--- config.mk ---
export PLATFORM = sky130hd
export DESIGN_NAME = blk_erase_seq
export DESIGN_NICKNAME = d
export VERILOG_FILES = /design/src/rtl/erase_seq_pkg.sv /design/src/rtl/erase_bus_cycle.sv /design/src/rtl/erase_fault_decode.sv /design/src/rtl/blk_erase_seq.sv
export SDC_FILE = /design/constraint.sdc
export NUM_CORES = 1
export LEC_CHECK = 0
export CAP_MARGIN = 30
export CORE_MARGIN = 3
export CORE_UTILIZATION = 47
export DETAILED_ROUTE_END_ITERATION = 10
export HOLD_SLACK_MARGIN = 0.08
export PLACE_DENSITY_LB_ADDON = 0.08
export SLEW_MARGIN = 30
export SYNTH_ARGS = -nofsm -noshare
export SYNTH_HDL_FRONTEND = slang
export SYNTH_SLANG_ARGS = --single-unit
--- constraint.sdc ---
create_clock -name clk -period 1.9 [get_ports clk]
set_input_delay 0.57 -clock clk [delete_from_list [all_inputs] [get_ports clk]]
set_output_delay 0.57 -clock clk [all_outputs]
set_load 0.01 [all_outputs]
--- src/rtl/erase_seq_pkg.sv ---
package erase_seq_pkg;
  typedef enum logic [2:0] {
    RES_PASS    = 3'd0,
    RES_VOLT    = 3'd1,
    RES_LOCK    = 3'd2,
    RES_SEQ     = 3'd3,
    RES_TIMEOUT = 3'd4,
    RES_FAIL    = 3'd5
  } res_e;

  localparam logic [7:0] CMD_ERASE_SETUP   = 8'h20;
  localparam logic [7:0] CMD_ERASE_CONFIRM = 8'hD0;
  localparam logic [7:0] CMD_CLEAR_STATUS  = 8'h50;
  localparam logic [7:0] CMD_READ_ARRAY    = 8'hFF;

  localparam int SB_READY = 7;
  localparam int SB_ERASE = 5;
  localparam int SB_SEQ   = 4;
  localparam int SB_VOLT  = 3;
  localparam int SB_LOCK  = 1;

  typedef enum logic [2:0] {
    S_IDLE, S_SETUP, S_CONFIRM, S_POLL, S_CHECK, S_CLEAR, S_RDARR, S_FIN
  } seq_st_e;
endpackage

--- src/rtl/erase_bus_cycle.sv ---
module erase_bus_cycle #(
  parameter int AW        = 22,
  parameter int DW        = 8,
  parameter int SETUP_CYC = 2,
  parameter int PULSE_CYC = 4,
  parameter int HOLD_CYC  = 1
) (
  input  logic          clk,
  input  logic          rst,
  input  logic          req,
  input  logic          req_wr,
  input  logic [AW-1:0] req_addr,
  input  logic [DW-1:0] req_data,
  output logic          ack,
  output logic [DW-1:0] rd_data,
  output logic [AW-1:0] fl_addr,
  output logic [DW-1:0] fl_dq_out,
  output logic          fl_dq_oe,
  input  logic [DW-1:0] fl_dq_in,
  output logic          fl_ce_n,
  output logic          fl_oe_n,
  output logic          fl_we_n
);
  localparam int MAXC = (SETUP_CYC > PULSE_CYC) ?
                        ((SETUP_CYC > HOLD_CYC) ? SETUP_CYC : HOLD_CYC) :
                        ((PULSE_CYC > HOLD_CYC) ? PULSE_CYC : HOLD_CYC);
  localparam int CW = $clog2(MAXC + 1);

  typedef enum logic [1:0] {PH_IDLE, PH_SET, PH_STB, PH_HLD} ph_e;
  ph_e           ph;
  logic [CW-1:0] cnt;
  logic          wr_q;

  always_ff @(posedge clk) begin
    if (rst) begin
      ph        <= PH_IDLE;
      cnt       <= '0;
      wr_q      <= 1'b0;
      ack       <= 1'b0;
      rd_data   <= '0;
      fl_addr   <= '0;
      fl_dq_out <= '0;
      fl_dq_oe  <= 1'b0;
      fl_ce_n   <= 1'b1;
      fl_oe_n   <= 1'b1;
      fl_we_n   <= 1'b1;
    end else begin
      ack <= 1'b0;
      case (ph)
        PH_IDLE: if (req) begin
          fl_addr   <= req_addr;
          fl_dq_out <= req_data;
          fl_dq_oe  <= req_wr;
          wr_q      <= req_wr;
          fl_ce_n   <= 1'b0;
          cnt       <= CW'(SETUP_CYC - 1);
          ph        <= PH_SET;
        end
        PH_SET: if (cnt == '0) begin
          if (wr_q) fl_we_n <= 1'b0;
          else      fl_oe_n <= 1'b0;
          cnt <= CW'(PULSE_CYC - 1);
          ph  <= PH_STB;
        end else cnt <= cnt - 1'b1;
        PH_STB: if (cnt == '0) begin
          fl_we_n <= 1'b1;
          fl_oe_n <= 1'b1;
          if (!wr_q) rd_data <= fl_dq_in;
          cnt <= CW'(HOLD_CYC - 1);
          ph  <= PH_HLD;
        end else cnt <= cnt - 1'b1;
        PH_HLD: if (cnt == '0) begin
          fl_ce_n  <= 1'b1;
          fl_dq_oe <= 1'b0;
          ack      <= 1'b1;
          ph       <= PH_IDLE;
        end else cnt <= cnt - 1'b1;
        default: ph <= PH_IDLE;
      endcase
    end
  end
endmodule

--- src/rtl/erase_fault_decode.sv ---
module erase_fault_decode
  import erase_seq_pkg::*;
(
  input  logic [7:0] sr,
  output logic       ready,
  output logic       any_err,
  output res_e       code
);
  always_comb begin
    ready   = sr[SB_READY];
    any_err = sr[SB_ERASE] | sr[SB_SEQ] | sr[SB_VOLT] | sr[SB_LOCK];
    if (!any_err)            code = RES_PASS;
    else if (!sr[SB_ERASE])  code = RES_FAIL;
    else if (sr[SB_VOLT])    code = RES_VOLT;
    else if (sr[SB_LOCK])    code = RES_LOCK;
    else if (sr[SB_SEQ])     code = RES_SEQ;
    else                     code = RES_FAIL;
  end
endmodule

--- src/rtl/blk_erase_seq.sv ---
module blk_erase_seq
  import erase_seq_pkg::*;
#(
  parameter int AW        = 22,
  parameter int DW        = 8,
  parameter int SETUP_CYC = 2,
  parameter int PULSE_CYC = 4,
  parameter int HOLD_CYC  = 1,
  parameter int MAX_POLLS = 100000
) (
  input  logic          clk,
  input  logic          rst,
  input  logic          start,
  input  logic [AW-1:0] blk_addr,
  output logic          busy,
  output logic          done,
  output logic [2:0]    result,
  output logic [AW-1:0] fl_addr,
  output logic [DW-1:0] fl_dq_out,
  output logic          fl_dq_oe,
  input  logic [DW-1:0] fl_dq_in,
  output logic          fl_ce_n,
  output logic          fl_oe_n,
  output logic          fl_we_n
);
  localparam int PW = $clog2(MAX_POLLS + 1);

  seq_st_e       st, next_st;
  logic          req, pend, ack;
  logic          req_wr;
  logic [DW-1:0] req_data;
  logic [DW-1:0] rd_data;
  logic [AW-1:0] addr_q;
  logic [7:0]    sr_q;
  logic [PW-1:0] polls;
  res_e          code_q, dec_code;
  logic          dec_ready, dec_err;

  erase_bus_cycle #(
    .AW(AW), .DW(DW), .SETUP_CYC(SETUP_CYC), .PULSE_CYC(PULSE_CYC), .HOLD_CYC(HOLD_CYC)
  ) u_bus (
    .clk(clk), .rst(rst), .req(req), .req_wr(req_wr), .req_addr(addr_q),
    .req_data(req_data), .ack(ack), .rd_data(rd_data),
    .fl_addr(fl_addr), .fl_dq_out(fl_dq_out), .fl_dq_oe(fl_dq_oe), .fl_dq_in(fl_dq_in),
    .fl_ce_n(fl_ce_n), .fl_oe_n(fl_oe_n), .fl_we_n(fl_we_n)
  );

  erase_fault_decode u_dec (
    .sr(sr_q), .ready(dec_ready), .any_err(dec_err), .code(dec_code)
  );

  always_comb begin
    req_wr   = (st != S_POLL);
    req_data = DW'(CMD_READ_ARRAY);
    next_st  = S_IDLE;
    case (st)
      S_SETUP:   begin req_data = DW'(CMD_ERASE_SETUP);   next_st = S_CONFIRM; end
      S_CONFIRM: begin req_data = DW'(CMD_ERASE_CONFIRM); next_st = S_POLL;    end
      S_POLL:    begin req_data = '0;                     next_st = S_CHECK;   end
      S_CLEAR:   begin req_data = DW'(CMD_CLEAR_STATUS);  next_st = S_RDARR;   end
      S_RDARR:   begin req_data = DW'(CMD_READ_ARRAY);    next_st = S_FIN;     end
      default:   ;
    endcase
  end

  always_ff @(posedge clk) begin
    if (rst) begin
      st     <= S_IDLE;
      req    <= 1'b0;
      pend   <= 1'b0;
      busy   <= 1'b0;
      done   <= 1'b0;
      result <= RES_PASS;
      addr_q <= '0;
      sr_q   <= '0;
      polls  <= '0;
      code_q <= RES_PASS;
    end else begin
      req  <= 1'b0;
      done <= 1'b0;
      case (st)
        S_IDLE: if (start) begin
          addr_q <= blk_addr;
          busy   <= 1'b1;
          polls  <= '0;
          st     <= S_SETUP;
        end
        S_SETUP, S_CONFIRM, S_POLL, S_CLEAR, S_RDARR: begin
          if (!pend) begin
            req  <= 1'b1;
            pend <= 1'b1;
          end else if (ack) begin
            pend <= 1'b0;
            st   <= next_st;
            if (st == S_POLL) begin
              sr_q  <= rd_data[7:0];
              polls <= polls + 1'b1;
            end
          end
        end
        S_CHECK: begin
          if (dec_ready) begin
            code_q <= dec_code;
            st     <= dec_err ? S_CLEAR : S_RDARR;
          end else if (polls == PW'(MAX_POLLS)) begin
            code_q <= RES_TIMEOUT;
            st     <= S_RDARR;
          end else begin
            st <= S_POLL;
          end
        end
        S_FIN: begin
          done   <= 1'b1;
          busy   <= 1'b0;
          result <= code_q;
          st     <= S_IDLE;
        end
        default: st <= S_IDLE;
      endcase
    end
  end
endmodule

==> impl.org, run 1 <==
** Critical path
- Traced cell by cell, the critical path runs through clkdlybuf4s50_1.
- Crit path DAT :: 1290 ps
- STA classifies the critical path endpoint as a primary output.
- Critical path peak fanout :: 2
- Grouping stages by cell kind, the critical path spends the most delay in buffers and inverters.
- Crit Path Class :: reg2out
- CP peak stage delay :: 560 ps
- Together, buffers and inverters on the worst path number 1.
- The slowest stage of the critical path belongs to the cell clkdlybuf4s50_1.
- The worst setup path is launched from a flop.
- Worst path required time :: 1330 ps

** Floorplan
- I/O pins :: 72
- Overall die width :: 99.4 microns
- The initialized floorplan defines 33 standard-cell rows.
- Initial core utilization :: 49.2%
- Die Footprint :: 9890 sq um
- Core footprint :: 8340 sq um
- Vertical die dimension :: 99.4 microns

** Synth
- After synthesis, the netlist uses 48 different library cells.
- XOR/XNOR share of the synthesized area :: 1.28%
- Mux share of post-synthesis cell area :: 1.46%
- In this run, synthesis inferred 0 flip-flops with an integrated enable.
- Mapped Nets :: 546
- The mapped netlist covers 4100 sq um.
- Of the synthesized area, sequential elements account for 48.3%.
- Mean area per synthesized cell :: 8.13 sq um
- Fraction of synthesis flops using an asynchronous set or reset pin :: 0%
- During synthesis, Yosys emitted a total of 0 warnings.
- FF+latch count, synth :: 99
- By area, the combinational part of the netlist is dominated by simple AND/OR/NAND/NOR gates.
- In the synthesized netlist the dominant register cell turns out to be dfxtp_1.
- Simple-gate share of the synthesized area :: 23.0%
- Share of synthesized cell area in full adder, half adder and majority cells :: 2.44%
- Cell count after synthesis :: 505
- Fraction of the mapped netlist area in compound gates :: 19.2%

** CTS
- No sink is reached through more buffers than the 2 on the longest clock path.
- Count of H-tree levels built during CTS :: 3
- Hold Buf Count CTS :: 0
- TritonCTS built the clock tree.
- Clock latency on the worst-skew pair :: 370 ps
- The clock net in this run drives a total of 99 sinks.
- In this run, CTS created clock tree buffers numbering 9.
- The tree is rooted in a clkbuf_8.
- Clock-pin slew was measured on the worst setup and hold paths at 100 ps.

** Route
- Vias per Instance :: 5.47
- Remaining design rule violation count :: 0
- Average wire per cell in the routed design :: 14.0 microns
- Via count of the routed design :: 3,775
- DR pass1 iterations :: 4
- Iteration-0 DRC count of the detailed router :: 161
- For this block, the routed nets add up to 9690 microns of wire.
- Antenna Nets Post-Route :: 0

** STA
- Ratio of final minimum period to clock period :: 97.8%
- Count of endpoints failing hold in the final timing report :: 0
- For this run, the top clock speed supported by timing is 538 MHz.
- Setup violations remaining at the end of the flow were counted as 0.
- Fin Clk Skew :: 10.4 ps
- Setup TNS :: 0 ps
- Actual transition at the worst max-transition pin :: 574 ps
- Subtracting the final worst setup slack from the clock period gives 1860 ps.
- The number of max-slew violations in the final report was 0.
- Worst slew margin relative to its limit :: 61.2%
- Unrepaired setup endpoints after global routing :: false

** Global route
- Total routing usage reported by global routing :: 20.3%
- Entering global routing, the biggest net connects 43 pins.
- Antenna violations before repair :: 0
- Global routing finished with a remaining overflow of 0.
- The first global-routing pass estimated 16,500 microns of wire.
- Number of global-route vias before repair :: 3,525

** Hold path
- Class of the tightest hold or removal check :: reg2reg

** Layout
- Antenna fix cells :: 0
- In the final layout, the share of cells above drive strength 1 is 8.03%.
- Fill cells in the final layout number 779.
- Layout overhead on the synthesized area :: 27.3%
- After the last flow step, the layout net total stands at 621.

** Placement
- Count of buffers from port buffering :: 68
- Placed wire-length estimate :: 6660 microns
- Gp weighted congestion :: 0.816

** Pwr
- In this run the power density over the cells is 862 nW/um^2.
- The design draws 4.50 mW.
- Static leakage :: 1.91 nW
- Maximum vdd ir drop :: 573 uV

** Status
- The run finished with clean final reports.

** Flow run
- Across the run, the number of max-cap violations was 0.
==> cell families (layout without fill, tap and decap cells) <==
group / Yosys count / in the layout
simple gates: 206 / 206
compound gates: 137 / 138
flops: 99 / 99
buf+inv: 43 / 122
fa+ha+maj: 8 / 8
xor+xnor: 6 / 6
mux: 6 / 6
==> repair_timing <==
action | 4_1_cts | 5_1_grt
endpoints found under the setup margin | 15 | 10
resized for setup | 3 | 9
setup buffers | 2 | 0
gates cloned | 1 | 0
pin swaps | 9 | 0
==> flip-flops by register name, summed over array words and instances (netlist names) <==
register and flops:
addr_q 22, u_bus.fl_addr 22, polls 17, sr_q 5, u_bus.rd_data 5, u_bus.fl_dq_out 4, code_q 3, result 3
st 3, u_bus.cnt 3, u_bus.ph 2, busy 1, done 1, pend 1, req 1, u_bus.ack 1
u_bus.fl_ce_n 1, u_bus.fl_dq_oe 1, u_bus.fl_oe_n 1, u_bus.fl_we_n 1, u_bus.wr_q 1
==> cells in the mapped netlist (2+ instances only) <==
| cell | n | share of area (%) |
|---|---|---|
| a2111oi_0 | 3 | 0.64 |
| nor4_1 | 2 | 0.30 |
| o21bai_1 | 3 | 0.55 |
| buf_1 | 2 | 0.18 |
| a21oi_1 | 83 | 10 |
| nor2b_1 | 2 | 0.30 |
| clkbuf_1 | 23 | 2.1 |
| o211ai_1 | 2 | 0.37 |
| nand3_1 | 9 | 1.1 |
| a221oi_1 | 2 | 0.43 |
| nor3_1 | 4 | 0.49 |
| nor2_1 | 27 | 2.5 |
| xnor2_1 | 5 | 1.1 |
| a211oi_1 | 6 | 1.1 |
| and2_1 | 2 | 0.30 |
| ha_1 | 8 | 2.4 |
| a21o_1 | 4 | 0.73 |
| inv_1 | 13 | 1.2 |
| o21a_1 | 2 | 0.37 |
| a41oi_1 | 2 | 0.43 |
| buf_4 | 4 | 0.73 |
| dfxtp_1 | 99 | 48 |
| o21ai_0 | 23 | 2.8 |
| and3_1 | 3 | 0.46 |
| mux2i_1 | 6 | 1.5 |
| nand3b_1 | 4 | 0.73 |
| or3_1 | 11 | 1.7 |
| nor4b_1 | 2 | 0.43 |
| nand2_1 | 119 | 11 |
| and4_1 | 2 | 0.43 |
| nand2b_1 | 6 | 0.91 |
| nand4_1 | 6 | 0.91 |
==> placed cells by master, fill, tap and decap left out, drive strengths merged, types with 2 or more instances in the layout <==
cell	synthesis	layout
nor2	27	27
nand2b	6	6
and4	2	2
a21o	4	4
xnor2	5	5
o21a	2	2
and3	3	3
clkdlybuf4s50	0	57
dfxtp	99	99
a2111oi	3	3
ha	8	8
a21oi	83	83
nand3	9	9
nand2	119	119
buf	7	26
a221oi	2	2
clkbuf	23	9
nor4	2	2
o21ai	23	23
clkinv	0	3
mux2i	6	6
nand3b	4	4
a211o	2	3
and2	2	2
o21bai	3	3
nor3	4	4
nand4	6	6
or3	11	11
a211oi	6	6
dlymetal6s2s	0	9
nor2b	2	2
nor3b	2	2
inv	13	17
nor4b	2	2
o211ai	2	2
a41oi	2	2
==> report_power, final <==
group / switching, mW / internal [mW]
clock: 0.767 / 0.497
sequential: 0.0821 / 2.20
combinational: 0.521 / 0.433
total: 1.37 / 3.13
==> per-layer routing <==
metal / track usage, % / vias to the layer above / routed length [microns]
met5: 0 / - / 0
met4: 8.09 / 0 / 205
met3: 4.70 / 17 / 472
met2: 33.7 / 94 / 4760
met1: 25.6 / 1774 / 4250
li1: - / 1890 / -
==> final cells by class <==
cell class | count | area, sq um | share of cell area (%)
repair buffers | 93 | 922 | 17.7
flip-flops and latches | 99 | 1980 | 38.0
multi-input cells | 364 | 1960 | 37.5
well taps | 105 | 131 | 2.52
clock inverters | 7 | 56.3 | 1.08
clock buffers | 9 | 124 | 2.37
inverters | 13 | 48.8 | 0.934
==> worst paths after layout <==
path	to	startpoint	slack, ps	cells past startpoint
max	fl_addr[6]	u_bus.fl_addr[6]$_SDFFE_PP0P_	40	1
min	u_bus.fl_addr[13]$_SDFFE_PP0P_	addr_q[13]$_SDFFE_PP0P_	450	2
max reg2reg	code_q[0]$_SDFFE_PP0P_	polls[7]$_SDFFE_PP0P_	180	4
min reg2reg	u_bus.fl_addr[13]$_SDFFE_PP0P_	addr_q[13]$_SDFFE_PP0P_	450	2
==> through the flow <==
stage	cell area [sq um]	std cells	worst slack [ps]	hold slack, ps	utilization, %
after floorplan	4110	505	0.844	428	-
after global placement	4990	671	-475	435	59.9
after detailed placement	4990	671	-515	442	59.9
after CTS	5200	690	5.13	449	62.3
after global routing	5220	690	0.226	474	62.6
final	5220	690	42.3	447	62.6
Note: power is estimated with default switching activity, not from simulation.
==> run 2, diff against run 1 <==
--- a/config.mk
+++ b/config.mk
@@ -10,7 +10,7 @@
 export CORE_UTILIZATION = 47
 export DETAILED_ROUTE_END_ITERATION = 10
 export HOLD_SLACK_MARGIN = 0.08
-export PLACE_DENSITY_LB_ADDON = 0.08
+export PLACE_DENSITY = 0.75
 export SLEW_MARGIN = 30
 export SYNTH_ARGS = -nofsm -noshare
 export SYNTH_HDL_FRONTEND = slang
==> run 2 against run 1 <==
Net effect: worst hold slack improved by 1.9 ps; core utilization rose by 0.96 points; setup slack improved by 2.4 ps; register-to-register slack barely moved; global-route usage fell by 0.88 points; critical path type unchanged; highest routed layer unchanged; sequential power barely moved; cell area rose by 1.5%; clock-buffer cell count did not move; first-iteration DRC count fell by 2.5%.
==> impl.org, run 2 (synthesis gave the netlist of run 1 again) <==
** Status
- The flow ran to the end, and the final reports show no timing, DRC or antenna violations.

** Floorplan
- I/O pins :: 72
- Overall die width :: 99.4 microns
- Core footprint :: 8340 sq um
- Initial core utilization :: 49.2%
- Die Footprint :: 9890 sq um
- Number of placement rows :: 33
- Vertical die dimension :: 99.4 microns

** STA
- Fmax :: 539 MHz
- Setup violations remaining at the end of the flow were counted as 0.
- Worst slew margin relative to its limit :: 67.2%
- For the pin with the worst max-slew slack, the measured transition is 485 ps.
- The worst path meets setup with 44.7 ps of slack.
- Of the available clock period, the critical path in the final layout requires 97.6%.
- Count of endpoints failing hold in the final timing report :: 0
- Final critical path time including I/O delays and setup :: 1860 ps
- For the final database, setup skew stands at 10.1 ps.
- Setup repair after global routing left no endpoint under its margin.
- Setup TNS :: 0 ps
- Final max-slew violation count :: 0

** CTS
- TritonCTS built the clock tree.
- At the later pin of the worst-skew pair, clock insertion delay measures 360 ps.
- Count of H-tree levels built during CTS :: 3
- Max clock buf depth :: 2
- Total number of clock tree sinks :: 99
- Hold Buf Count CTS :: 0
- The number of clock buffers added by TritonCTS is 9.
- Clock-pin slew was measured on the worst setup and hold paths at 100 ps.
- CTS placed an instance of clkbuf_8 at the clock tree root.

** Critical path
- Crit Reg-Reg Endpoint :: polls[10]$_SDFFE_PP0P_
- Dominant delay contributor by cell family on the critical path :: buffers and inverters
- Standard cell with the maximum stage delay on the critical path :: clkdlybuf4s50_1
- Crit Path Class :: reg2out
- The signal on the critical path passes through clkdlybuf4s50_1.
- Crit path DAT :: 1290 ps
- For the worst setup path, the data required time is 1330 ps.
- The number of buffers and inverters on the critical path is 1.
- Critical path peak fanout :: 3
- Across all register-to-register paths, the minimum setup slack is 170 ps.
- Crit start category :: flop
- CP peak stage delay :: 550 ps
- Category of the worst setup path capture point :: primary output
- The worst register-to-register path begins at st[1]$_SDFFE_PP0P_.
- Logic depth of the worst register-to-register path :: 6

** Layout
- Leaving out fill and tap cells, the most frequent cells in the layout are nand2_1 (119), dfxtp_1 (98), a21oi_1 (83).
- Layout overhead on the synthesized area :: 29.2%
- With fillers left out, the area of the finished cells amounts to 5300 sq um.
- 0 antenna diodes ended up in the layout.
- After the last flow step, the layout net total stands at 619.
- Share of post-route cells with drive strength above 1 :: 7.90%
- The largest registers in the layout are addr_q (22), u_bus.fl_addr (22), polls (17).
- Once layout is complete, the utilization of the core stands at 63.6%.
- The library cell used most frequently in the layout, excluding fill and tap cells, is nand2_1.

** Route
- Across all layers, the routed design uses 3,740 vias.
- After detailed routing, the number of remaining DRC violations is 0.
- Dividing the detail-routed via count by the number of cells gives 5.44.
- Average wire per cell in the routed design :: 13.7 microns
- Iteration-0 DRC count of the detailed router :: 157
- DR pass1 iterations :: 4
- Aggregate routed wire length :: 9410 microns
- The detail route stage leaves a number of antenna-violating nets equal to 0.

** Global route
- For met3 alone, demand over resource in global routing was 4.21%.
- Met2 track demand over resource in global routing :: 32.5%
- Global routing finished with a remaining overflow of 0.
- Antenna violations before repair :: 0
- For this run, global-route usage on met1 was measured as 25.0%.
- Pin count of the biggest net entering global routing :: 53
- Total routing usage reported by global routing :: 19.4%
- The global routing stage identified its most utilized layer as met2.
- The number of global-route vias before repair was 3,447.
- Global-route wire length before repair :: 15,800 microns

** Placement
- During placement, the flow inserted port buffers numbering 68.
- OpenSTA, run right after detailed placement, puts the worst setup slack at -539 ps.
- Placement Cell Area :: 5000 sq um
- The wire-length estimate of the detail-placed layout is 6530 microns.
- The congestion estimate from routability-driven global placement came to 0.862.

** Pwr
- Overall Power :: 4.99 mW
- The worst-case IR drop observed on VDD is 561 uV.
- In this run the power density over the cells is 941 nW/um^2.
- Summed over all cells, the static leakage comes to 1.88 nW.

** Flow run
- Max-cap violations in this run came to 0.

** Hold path
- The worst hold path terminates at u_bus.fl_addr[19]$_SDFFE_PP0P_.
- Class of the tightest hold or removal check :: reg2reg
- Worst hold start :: addr_q[19]$_SDFFE_PP0P_
- The worst hold path was traced through 2 stages.
run 2: changes by cell type in the layout (fill, tap and decap cells not counted), sizes merged:
cell / change
bufinv: +4
clkdlybuf4s50: +4
dlymetal6s2s: -4
inv: -3
clkinv: -2
a211o: -1
buf: -1
run 2: power by group:
part           switching, mW  internal [mW]
Sequential            0.0863           2.20
Combinational          0.527          0.448
Clock                  0.719           1.01
run 2: routing by layer:
layer  share of wire [%]  vias up  wire (microns)
li1                    -     1885               -
met1                  44     1766            4140
met2                  50       75            4730
met3                 4.3       14             407
met4                 1.4        0             131
met5                   0        -               0
run 2: layout make-up:
cell class | count | area [sq um]
well taps | 105 | 131
inverters | 13 | 48.8
clock inverters | 6 | 138
repair buffers | 92 | 921
clock buffers | 9 | 124
flip-flops and latches | 99 | 1980
fillers | 731 | 3040
multi-input cells | 363 | 1960
run 2: repair_timing:
action                                  4_1_cts  5_1_grt
pin swaps                                     2        0
cloned                                        0        0
gates resized for setup                       8        6
endpoints found under the setup margin       16        8
buffers inserted                              2        0
run 2: metrics by stage:
step / std cells / hold WS (ps)
after floorplan: 505 / 428
after global placement: 670 / 437
after detailed placement: 670 / 445
after CTS: 687 / 453
after global routing: 687 / 473
final: 687 / 449
run 2: worst max-delay path by stage:
stage | start | to | slack [ps] | cells past startpoint
after floorplan | start | polls[10]$_SDFFE_PP0P_ | 0.8 | 5
final | u_bus.fl_dq_out[6]$_SDFFE_PP0P_ | fl_dq_out[6] | 40 | 1
after CTS | u_bus.fl_ce_n$_SDFFE_PP1P_ | fl_ce_n | 20 | 1
after global routing | u_bus.fl_dq_out[3]$_SDFFE_PP0P_ | fl_dq_out[3] | 0.3 | 1
after detailed placement | start | polls[14]$_SDFFE_PP0P_ | -540 | 5
after global placement | start | polls[10]$_SDFFE_PP0P_ | -470 | 5
==> run 3, diff against run 2 <==
--- a/config.mk
+++ b/config.mk
@@ -8,6 +8,7 @@
 export CAP_MARGIN = 30
 export CORE_MARGIN = 3
 export CORE_UTILIZATION = 47
+export CTS_BUF_LIST = sky130_fd_sc_hd__clkbuf_8
 export DETAILED_ROUTE_END_ITERATION = 10
 export HOLD_SLACK_MARGIN = 0.08
 export PLACE_DENSITY = 0.75
==> results of run 3 <==
No change in the layout: final DEF, timing and power equal those of run 2.
